$ cat config.mk
export PLATFORM = sky130hd
export DESIGN_NAME = frame_sync_gen
export DESIGN_NICKNAME = d
export VERILOG_FILES = /design/src/rtl/fsg_pkg.sv /design/src/rtl/fsg_regs.sv /design/src/rtl/fsg_phase_ctr.sv /design/src/rtl/fsg_edge_out.sv /design/src/rtl/frame_sync_gen.sv
export SDC_FILE = /design/constraint.sdc
export NUM_CORES = 1
export LEC_CHECK = 0
export CAP_MARGIN = 0
export CORE_ASPECT_RATIO = 0.9
export CORE_MARGIN = 4
export CORE_UTILIZATION = 50
export CTS_BUF_LIST = sky130_fd_sc_hd__clkbuf_16
export DETAILED_ROUTE_END_ITERATION = 12
export HOLD_SLACK_MARGIN = 0.02
export PLACE_DENSITY = 0.8
export SYNTH_ARGS = -nofsm -noshare
export SYNTH_HDL_FRONTEND = slang
export SYNTH_SLANG_ARGS = --single-unit
$ cat constraint.sdc
create_clock -name clk -period 3.7 [get_ports clk]
set_clock_uncertainty 0.15 [all_clocks]
set_input_delay 0.925 -clock clk [delete_from_list [all_inputs] [get_ports clk]]
set_output_delay 0.925 -clock clk [all_outputs]
set_load 0.02 [all_outputs]
$ cat src/rtl/fsg_pkg.sv
// Shared constants and types for the frame sync generator.
// Assumes byte offsets on a small register window and 11-bit phase widths.
package fsg_pkg;
    localparam int ADDR_W = 5;
    localparam int DATA_W = 32;
    localparam int WID_W  = 11;

    localparam logic [ADDR_W-1:0] ADR_CTRL = 5'h08;
    localparam logic [ADDR_W-1:0] ADR_LOW  = 5'h0C;
    localparam logic [ADDR_W-1:0] ADR_HIGH = 5'h10;

    localparam logic [WID_W-1:0] RST_LOW  = 11'd255;
    localparam logic [WID_W-1:0] RST_HIGH = 11'd1;

    typedef enum logic {
        PH_HIGH = 1'b0,
        PH_LOW  = 1'b1
    } phase_t;
endpackage

$ cat src/rtl/fsg_regs.sv
// Register file: control word (enable, falling-edge select) and two phase widths.
// A width write with any bit set above the width field is dropped.
// Assumes single-cycle writes and combinational reads.
module fsg_regs #(
    parameter int ADDR_W = fsg_pkg::ADDR_W,
    parameter int DATA_W = fsg_pkg::DATA_W,
    parameter int WID_W  = fsg_pkg::WID_W,
    parameter logic [ADDR_W-1:0] A_CTRL = fsg_pkg::ADR_CTRL,
    parameter logic [ADDR_W-1:0] A_LOW  = fsg_pkg::ADR_LOW,
    parameter logic [ADDR_W-1:0] A_HIGH = fsg_pkg::ADR_HIGH,
    parameter logic [WID_W-1:0]  LOW_INIT  = fsg_pkg::RST_LOW,
    parameter logic [WID_W-1:0]  HIGH_INIT = fsg_pkg::RST_HIGH
) (
    input  logic              clk,
    input  logic              rst_n,
    input  logic              wr,
    input  logic [ADDR_W-1:0] waddr,
    input  logic [DATA_W-1:0] wdata,
    input  logic [ADDR_W-1:0] raddr,
    output logic [DATA_W-1:0] rdata,
    output logic              en,
    output logic              fall,
    output logic [WID_W-1:0]  lo_w,
    output logic [WID_W-1:0]  hi_w
);
    localparam logic [DATA_W-1:0] MAXV = DATA_W'((64'd1 << WID_W) - 64'd1);

    logic in_range;

    // Range test shared by both width registers.
    always_comb in_range = (wdata <= MAXV);

    // Register update on a write strobe.
    always_ff @(posedge clk) begin
        if (!rst_n) begin
            en   <= 1'b0;
            fall <= 1'b0;
            lo_w <= LOW_INIT;
            hi_w <= HIGH_INIT;
        end else if (wr) begin
            case (waddr)
                A_CTRL: begin
                    en   <= wdata[0];
                    fall <= wdata[1];
                end
                A_LOW:  if (in_range) lo_w <= wdata[WID_W-1:0];
                A_HIGH: if (in_range) hi_w <= wdata[WID_W-1:0];
                default: ;
            endcase
        end
    end

    // Read-back multiplexer; unmapped offsets read as zero.
    always_comb begin
        rdata = '0;
        case (raddr)
            A_CTRL: rdata[1:0]       = {fall, en};
            A_LOW:  rdata[WID_W-1:0] = lo_w;
            A_HIGH: rdata[WID_W-1:0] = hi_w;
            default: rdata = '0;
        endcase
    end
endmodule

$ cat src/rtl/fsg_phase_ctr.sv
// Phase sequencer: counts bit-clock cycles through the high and low phases.
// It works from shadow widths that load while disabled or at a frame start.
// A width of zero is stretched to one cycle. Assumes widths come from fsg_regs.
module fsg_phase_ctr #(
    parameter int WID_W = fsg_pkg::WID_W,
    parameter logic [WID_W-1:0] LOW_INIT  = fsg_pkg::RST_LOW,
    parameter logic [WID_W-1:0] HIGH_INIT = fsg_pkg::RST_HIGH
) (
    input  logic             clk,
    input  logic             rst_n,
    input  logic             en,
    input  logic [WID_W-1:0] lo_w,
    input  logic [WID_W-1:0] hi_w,
    output logic             ph_high,
    output logic [WID_W-1:0] cnt,
    output logic [WID_W-1:0] shadow_lo,
    output logic [WID_W-1:0] shadow_hi,
    output logic             wrap
);
    import fsg_pkg::*;

    phase_t           ph;
    logic [WID_W-1:0] cur_len;
    logic             last;

    // Length of the phase in progress, zero stretched to one.
    always_comb begin
        if (ph == PH_HIGH) cur_len = (shadow_hi == '0) ? WID_W'(1) : shadow_hi;
        else               cur_len = (shadow_lo == '0) ? WID_W'(1) : shadow_lo;
    end

    // Final cycle of a phase, and the frame boundary at the end of the low phase.
    always_comb begin
        last    = (cnt == cur_len - WID_W'(1));
        wrap    = en && (ph == PH_LOW) && last;
        ph_high = (ph == PH_HIGH);
    end

    // Phase and counter advance; shadow widths reload while idle or at a frame start.
    always_ff @(posedge clk) begin
        if (!rst_n) begin
            ph        <= PH_HIGH;
            cnt       <= '0;
            shadow_lo <= LOW_INIT;
            shadow_hi <= HIGH_INIT;
        end else if (!en) begin
            ph        <= PH_HIGH;
            cnt       <= '0;
            shadow_lo <= lo_w;
            shadow_hi <= hi_w;
        end else if (last) begin
            cnt <= '0;
            if (ph == PH_HIGH) begin
                ph <= PH_LOW;
            end else begin
                ph        <= PH_HIGH;
                shadow_lo <= lo_w;
                shadow_hi <= hi_w;
            end
        end else begin
            cnt <= cnt + WID_W'(1);
        end
    end
endmodule

$ cat src/rtl/fsg_edge_out.sv
// Output stage: chooses rising- or falling-edge timing and gates with enable.
// The falling-edge path retimes the rising-edge phase on the negative clock edge.
// Assumes ph_high comes from a rising-edge register.
module fsg_edge_out (
    input  logic clk,
    input  logic rst_n,
    input  logic ph_high,
    input  logic en,
    input  logic fall,
    output logic fs_out
);
    logic fall_q;

    // Half-cycle retiming of the phase for falling-edge mode.
    always_ff @(negedge clk) begin
        if (!rst_n) fall_q <= 1'b0;
        else        fall_q <= ph_high;
    end

    // Edge select and output gating.
    always_comb fs_out = en & (fall ? fall_q : ph_high);
endmodule

$ cat src/rtl/frame_sync_gen.sv
// Top level of the programmable frame sync generator.
// It connects the register file, the phase sequencer and the output stage.
// clk is the bus bit clock. Reset is synchronous and active low.
module frame_sync_gen #(
    parameter int ADDR_W = fsg_pkg::ADDR_W,
    parameter int DATA_W = fsg_pkg::DATA_W,
    parameter int WID_W  = fsg_pkg::WID_W
) (
    input  logic              clk,
    input  logic              rst_n,
    input  logic              reg_wr,
    input  logic [ADDR_W-1:0] reg_waddr,
    input  logic [DATA_W-1:0] reg_wdata,
    input  logic [ADDR_W-1:0] reg_raddr,
    output logic [DATA_W-1:0] reg_rdata,
    output logic              fs_out
);
    logic             ctrl_en;
    logic             ctrl_fall;
    logic [WID_W-1:0] lo_w;
    logic [WID_W-1:0] hi_w;
    logic             ph_high;
    logic [WID_W-1:0] ph_cnt;
    logic [WID_W-1:0] shadow_lo;
    logic [WID_W-1:0] shadow_hi;
    logic             frame_wrap;

    fsg_regs #(.ADDR_W(ADDR_W), .DATA_W(DATA_W), .WID_W(WID_W)) u_regs (
        .clk   (clk),
        .rst_n (rst_n),
        .wr    (reg_wr),
        .waddr (reg_waddr),
        .wdata (reg_wdata),
        .raddr (reg_raddr),
        .rdata (reg_rdata),
        .en    (ctrl_en),
        .fall  (ctrl_fall),
        .lo_w  (lo_w),
        .hi_w  (hi_w)
    );

    fsg_phase_ctr #(.WID_W(WID_W)) u_ctr (
        .clk       (clk),
        .rst_n     (rst_n),
        .en        (ctrl_en),
        .lo_w      (lo_w),
        .hi_w      (hi_w),
        .ph_high   (ph_high),
        .cnt       (ph_cnt),
        .shadow_lo (shadow_lo),
        .shadow_hi (shadow_hi),
        .wrap      (frame_wrap)
    );

    fsg_edge_out u_out (
        .clk     (clk),
        .rst_n   (rst_n),
        .ph_high (ph_high),
        .en      (ctrl_en),
        .fall    (ctrl_fall),
        .fs_out  (fs_out)
    );
endmodule

# == After elaboration in Yosys (flattened, before gate mapping) ==
# Index checks and enable logic that the tools add are counted.
# word_totals
ff_bits,59
latch_bits,0
mem_bits_rw,0
romBits,0
input_bits,45
elab_cells,46
mem_count,0
# classes
n_addsub,2
multipliers,0
n_div,0
n_lt_le_gt_ge,1
n_eq_ne,9
shifts,0
n_mux,13
bitwise_logic,4
reduce_logical,8
# op_table
cell,count
11-bit two-way mux,9
"32-bit by 11-bit <= comparator with 1-bit output, second input constant",1
11-bit zero test,2
"5-bit by 4-bit equality test with 1-bit output, second input constant",4
9-bit one-hot mux with 2 select lines,1
"11-bit by 1-bit adder with 11-bit output, second input constant",1
11-bit equality test,1
"11-bit by 1-bit subtractor with 11-bit output, second input constant",1
"5-bit equality test, second input constant",2
2-bit one-hot mux with 3 select lines,1
2-bit AND reduction,3
3-bit AND reduction,2
"2-bit by 1-bit inequality test with 1-bit output, second input constant",2
1-bit inverter,3
3-bit OR reduction,1
1-bit two-way mux,2
1-bit AND,1

# == Logic depth before layout (Yosys ltp) ==
# Gate-level depths: netlist (run 1).
# depth
ltp_word,7
ltp_mapped,14
mapped_depth_nobuf,11

# == Hierarchy ==
# From an unflattened synthesis (run 1), not the netlist that was laid out.
# hier_totals
hier_cells,399
hier_area_um2,3567.2
# by_module_without_submodules
mod,n_inst,cells_per_inst,area_per_inst_um2,seq_area_each_um2
fsg_phase_ctr,1,239,2115.8,680.7
fsg_regs,1,155,1405.1,480.5
fsg_edge_out,1,5,46.3,20.0

==> reports/metrics.csv, run 1 <==
metric,value,unit
antenna_found_initial,0,
die_w,94.2,um
synth-seq-cells,59,
hold_path_class,reg2reg,
clockBufferDepth,2,
pre_cts_slack,-0.462,ns
clkTransAtPathRegs,0.05,ns
grt_pass1_vias,2673,
synth_top_area_cell,dfxtp_1,
netlist_top_cells_area,"dfxtp_1, mux2i_1, nor2b_1, nand2_1, buf_4",
ant_nets,0,
ys.flop_type,dfxtp_1,
cts_sinks,59,
ys_warn_count,0,
die_h,85.6,um
detail_route.wl_per_cell,14.5,um
post-cts-setup-buffer-count,0,
finalPower,1.72,mW
area_delta_synth_final,27.4,%
peakVddDrop,0.263,mV
timing.slew.headroom,0.342,
endpoint_kind,output pin,
ys_async_sr_fraction,0,
core,6550,um2
die-area,8070,um2
cp.arrival,2.87,ns
crit_path_max_fanout,1,
fill_cells,552,
regArea,1180,um2
tightest_slew,0.986,ns
drive_above_1_share,0.114,
clk_latency,0.34,ns
synthCells,373,
rrSetupSlack,0.32,ns
crit_path_start_kind,flip-flop,
final-hold-violation-count,0,
ios,78,
setup_viol,1,
n_antenna_cell,0,
numCtsBuffers,9,
p_leak,1.49,nW
criticalPathCategory,reg2out,
final_common_cell,mux2i_1,
rsz0062_at_grt,true,
dr.pass1.iters,4,
violations,negative setup slack,
grt_pass1_wl,12600,um
final_util,0.651,
finalNetCount,479,
h-tree-depth,3,
worstPathRequired,2.62,ns
maxSlewViolCount,0,
p_per_area,404,nW/um2
wl,7660,um
synth_edf_count,0,
avgSynthCellArea,8.97,um2
synth_seq_area_share,0.353,
grtUsageTotal,0.198,
place_area,3930,um2
place.gp.congestion,0.834,
multiInputGateArea,2000,um2
synth_area,3350,um2
fin_cells,527,
setup_slack,-0.241,ns
ys_types,47,
vias,2753,
io_buffers,56,
status,finished with violations,
place_inst,511,
std_cell_rows,28,
synth_top_area_share,0.353,
cts_tree,done,
grt_max_degree,70,
layout_common_cells,"mux2i_1, dfxtp_1, nand2_1",
start_util,0.511,
final_cell_area,4260,um2
cts-root-buf,clkbuf_16,
globalRouteOverflowTotal,0,
drv_cap,0,
drc_errors,0,
via_per_inst,5.22,
drtIter0Drc,167,
dp_hpwl,5650,um
[critical path: stages, from the launching register on]
cell     delay [ns]
dfxtp_2        0.31
a21oi_2        0.12
nor2_1         0.05
buf_4          0.15
[report_power, final]
group	leakage (nW)	switching [mW]	internal [mW]	total, mW
logic	0.839	0.0475	0.0564	0.104
clock network	0.176	0.317	0.664	0.982
registers	0.476	0.000645	0.637	0.637
total	1.49	0.366	1.36	1.72
[routing by layer]
metal	vias up	GRT usage	part of all wire
met5	-	0	0
met4	0	0.0669	0.016
met3	11	0.0596	0.053
met2	67	0.329	0.50
met1	1292	0.246	0.43
li1	1383	-	-
[per-stage QoR]
step	hold WS [ns]	setup TNS, ns
global route	0.346	-0.268
detailed placement	0.331	-4.84
finish	0.332	-0.241
floorplan	0.290	0
CTS	0.340	-0.216
global placement	0.304	-4.67
[cell type report]
type                            count  share of cell area
Sequential cell                    59               0.277
Clock inverter                      8              0.0302
Multi-Input combinational cell    288               0.468
Clock buffer                        9              0.0528
Timing Repair Buffer               67               0.140
Tap cell                           90              0.0264
Inverter                            6             0.00528
[synthesized netlist by cell type (all sizes together), types with 3 or more instances]
cell type / count
a21oi: 5
a22o: 9
a31oi: 3
and3: 3
buf: 29
clkbuf: 10
dfxtp: 59
inv: 7
mux2i: 60
nand2: 44
nand3: 8
nor2: 26
nor2b: 35
nor3: 6
nor4: 8
o21ai: 3
or4: 4
xnor2: 14
xor2: 8
[what timing repair did]
| item | CTS | global route |
|---|---|---|
| cloned | 0 | 0 |
| resized for setup | 55 | 5 |
| endpoints found under the setup margin | 12 | 23 |
| hold buffers | 0 | 0 |
| pin swaps | 2 | 1 |
[flip-flops by register name, indices dropped and copies added, names as in the netlist]
name / flops
u_regs.fall: 1
u_ctr.ph: 1
u_regs.en: 1
u_regs.lo_w: 11
u_regs.hi_w: 11
u_out.fall_q: 1
u_ctr.shadow_hi: 11
u_ctr.shadow_lo: 11
u_ctr.cnt: 11
[kinds of logic (layout without fill, tap and decap cells)]
logic type,count (synthesis),after routing,synth area share
other,1,21,0.00112
adders and majority gates,2,2,0.00748
xor gates and xnor gates,22,22,0.0576
DFF,59,59,0.353
and+or+nand+nor,150,150,0.236
AOI/OAI and AO/OA,33,33,0.0822
muxes,60,60,0.179
buffers and inverters,46,90,0.0837
[worst paths after layout]
kind | startpoint | endpoint | cells past startpoint
worst min-delay path | u_regs.hi_w[5] | u_ctr.shadow_hi[5] | 2
worst min register to register | u_regs.hi_w[5] | u_ctr.shadow_hi[5] | 2
worst max register to register | u_ctr.shadow_lo[5] | u_ctr.shadow_lo[0] | 11
worst max-delay path | u_out.fall_q | fs_out | 3
Power figures use the tool's default switching activity.
==> inputs of run 2 (changes only) <==
--- a/config.mk
+++ b/config.mk
@@ -12,7 +12,7 @@
 export CTS_BUF_LIST = sky130_fd_sc_hd__clkbuf_16
 export DETAILED_ROUTE_END_ITERATION = 12
 export HOLD_SLACK_MARGIN = 0.02
-export PLACE_DENSITY = 0.8
+export PLACE_DENSITY = 0.76
 export SYNTH_ARGS = -nofsm -noshare
 export SYNTH_HDL_FRONTEND = slang
 export SYNTH_SLANG_ARGS = --single-unit
==> run 2 against run 1 <==
The run still ends with negative setup slack left. Hold slack got worse by 0.0023 ns. Register-to-register slack improved by 0.18 ns. Cell count did not move. Sequential share of layout area rose by 0.24 points.
==> reports/metrics.csv, run 2 (synthesized netlist as in run 1, its figures left out) <==
metric,value,unit,change
drv_cap,0,,unchanged
crit_path_max_fanout,1,,unchanged
h-tree-depth,3,,unchanged
cp.arrival,2.86,ns,about the same
grt_max_degree,70,,unchanged
drtIter0Drc,90,,-46%
crit_path_start_kind,flip-flop,,
finalPower,1.54,mW,-11%
drc_errors,0,,unchanged
grt_pass1_wl,13200,um,+5.0%
globalRouteOverflowTotal,0,,unchanged
violations,negative setup slack,,
core,6550,um2,unchanged
start_util,0.511,,unchanged
die-area,8070,um2,unchanged
std_cell_rows,28,,unchanged
die_w,94.2,um,unchanged
top_layer_used,met4,,
die_h,85.6,um,unchanged
via_per_inst,5.26,,+0.65%
wl_met3,292,um,-28%
dr.pass1.iters,4,,unchanged
antenna_found_initial,0,,unchanged
dp_hpwl,5860,um,+3.6%
ant_nets,0,,unchanged
final-hold-violation-count,0,,unchanged
clockBufferDepth,2,,unchanged
wl_met2,3960,um,+4.1%
cts_tree,done,,
wl,7940,um,+3.6%
worstPathRequired,2.62,ns,about the same
endpoint_kind,output pin,,
clk_latency,0.33,ns,about the same
rsz0062_at_grt,true,,
finalNetCount,479,,unchanged
ios,78,,unchanged
timing.slew.headroom,0.628,,+0.286
status,finished with violations,,
p_per_area,364,nW/um2,-9.8%
setup_viol,1,,unchanged
clkTransAtPathRegs,0.05,ns,about the same
criticalPathCategory,reg2out,,
maxSlewViolCount,0,,unchanged
hold_path_class,reg2reg,,
cts_sinks,59,,unchanged
grt_pass1_vias,2694,,+0.79%
detail_route.wl_per_cell,15.1,um,+3.6%
tightest_slew,0.558,ns,-0.428 ns
p_leak,1.47,nW,-1.2%
n_antenna_cell,0,,unchanged
numCtsBuffers,9,,unchanged
area_delta_synth_final,26.3,%,
peakVddDrop,0.397,mV,+51%
grtUsageTotal,0.212,,+0.0134
cts-root-buf,clkbuf_16,,
wl_met1,3590,um,+7.8%
vias,2771,,+0.65%
place.gp.congestion,0.806,,-3.3%
io_buffers,56,,unchanged
rrSetupSlack,0.50,ns,+0.18 ns
final_common_cell,mux2i_1,,
drive_above_1_share,0.0984,,-0.0160
post-cts-setup-buffer-count,0,,unchanged
setup_slack,-0.231,ns,+0.00972 ns
hold_slack,0.330,ns,-0.00225 ns
layout_common_cells,"mux2i_1, dfxtp_1, nand2_1",,
==> run 2: changes by cell type in the layout (fill, tap and decap cells not counted), moves of 2 or more <==
| cell | previous run | this run |
|---|---|---|
| buf_4 | 10 | 6 |
| buf_12 | 1 | 4 |
| buf_2 | 12 | 10 |
| bufinv_16 | 3 | 1 |
| clkinv_1 | 0 | 2 |
| clkinv_2 | 0 | 2 |
| clkinv_4 | 3 | 1 |
==> run 2: area by class of cell <==
type | instances | area (um2)
inverter | 6 | 22.5
multi-input combinational | 288 | 1980
sequential | 59 | 1180
tap | 90 | 113
clock buffer | 9 | 225
clock inverter | 8 | 63.8
fill | 581 | 2320
timing repair buffer | 67 | 646
==> run 2: final timing paths <==
| kind | start | to | depth (start not counted) |
|---|---|---|---|
| worst min register to register | u_regs.hi_w[6] | u_ctr.shadow_hi[6] | 2 |
| worst min-delay path | u_regs.hi_w[6] | u_ctr.shadow_hi[6] | 2 |
| worst max register to register | u_ctr.shadow_hi[7] | u_ctr.cnt[3] | 11 |
| worst max-delay path | u_out.fall_q | fs_out | 3 |
==> run 2: per-stage QoR <==
stage,setup WS [ns],area (um2),setup TNS (ns),instances,utilization
after floorplan,0.149,3420,0,393,-
after global placement,-0.419,3960,-4.58,510,0.605
after detailed placement,-0.481,3960,-5.09,510,0.605
after CTS,-0.242,4270,-0.242,527,0.652
after global routing,-0.278,4230,-0.278,527,0.645
final,-0.231,4230,-0.231,527,0.645
==> run 2: per-layer routing <==
metal | GRT usage | vias to the layer above
met5 | 0 | -
met4 | 0.0643 | 0
met3 | 0.0605 | 11
met2 | 0.356 | 48
met1 | 0.262 | 1333
li1 | - | 1379
==> run 2: critical path, cell delays in order (launching register included) <==
cell     delay (ns)
dfxtp_2        0.30
a21oi_2        0.11
nor2_1         0.06
buf_4          0.15
==> run 2: timing repair <==
action                                  4_1_cts  5_1_grt
endpoints found under the setup margin       12       10
pin swaps                                     1        1
hold endpoints to repair                      0        0
hold buffers                                  0        0
gates cloned                                  1        0
resized for setup                            42       13
==> run 2: where the power goes <==
group	leakage (nW)	internal (mW)	switching [mW]	total [mW]
Clock	0.151	0.513	0.284	0.797
Sequential	0.476	0.637	0.000641	0.638
Combinational	0.846	0.0568	0.0492	0.106
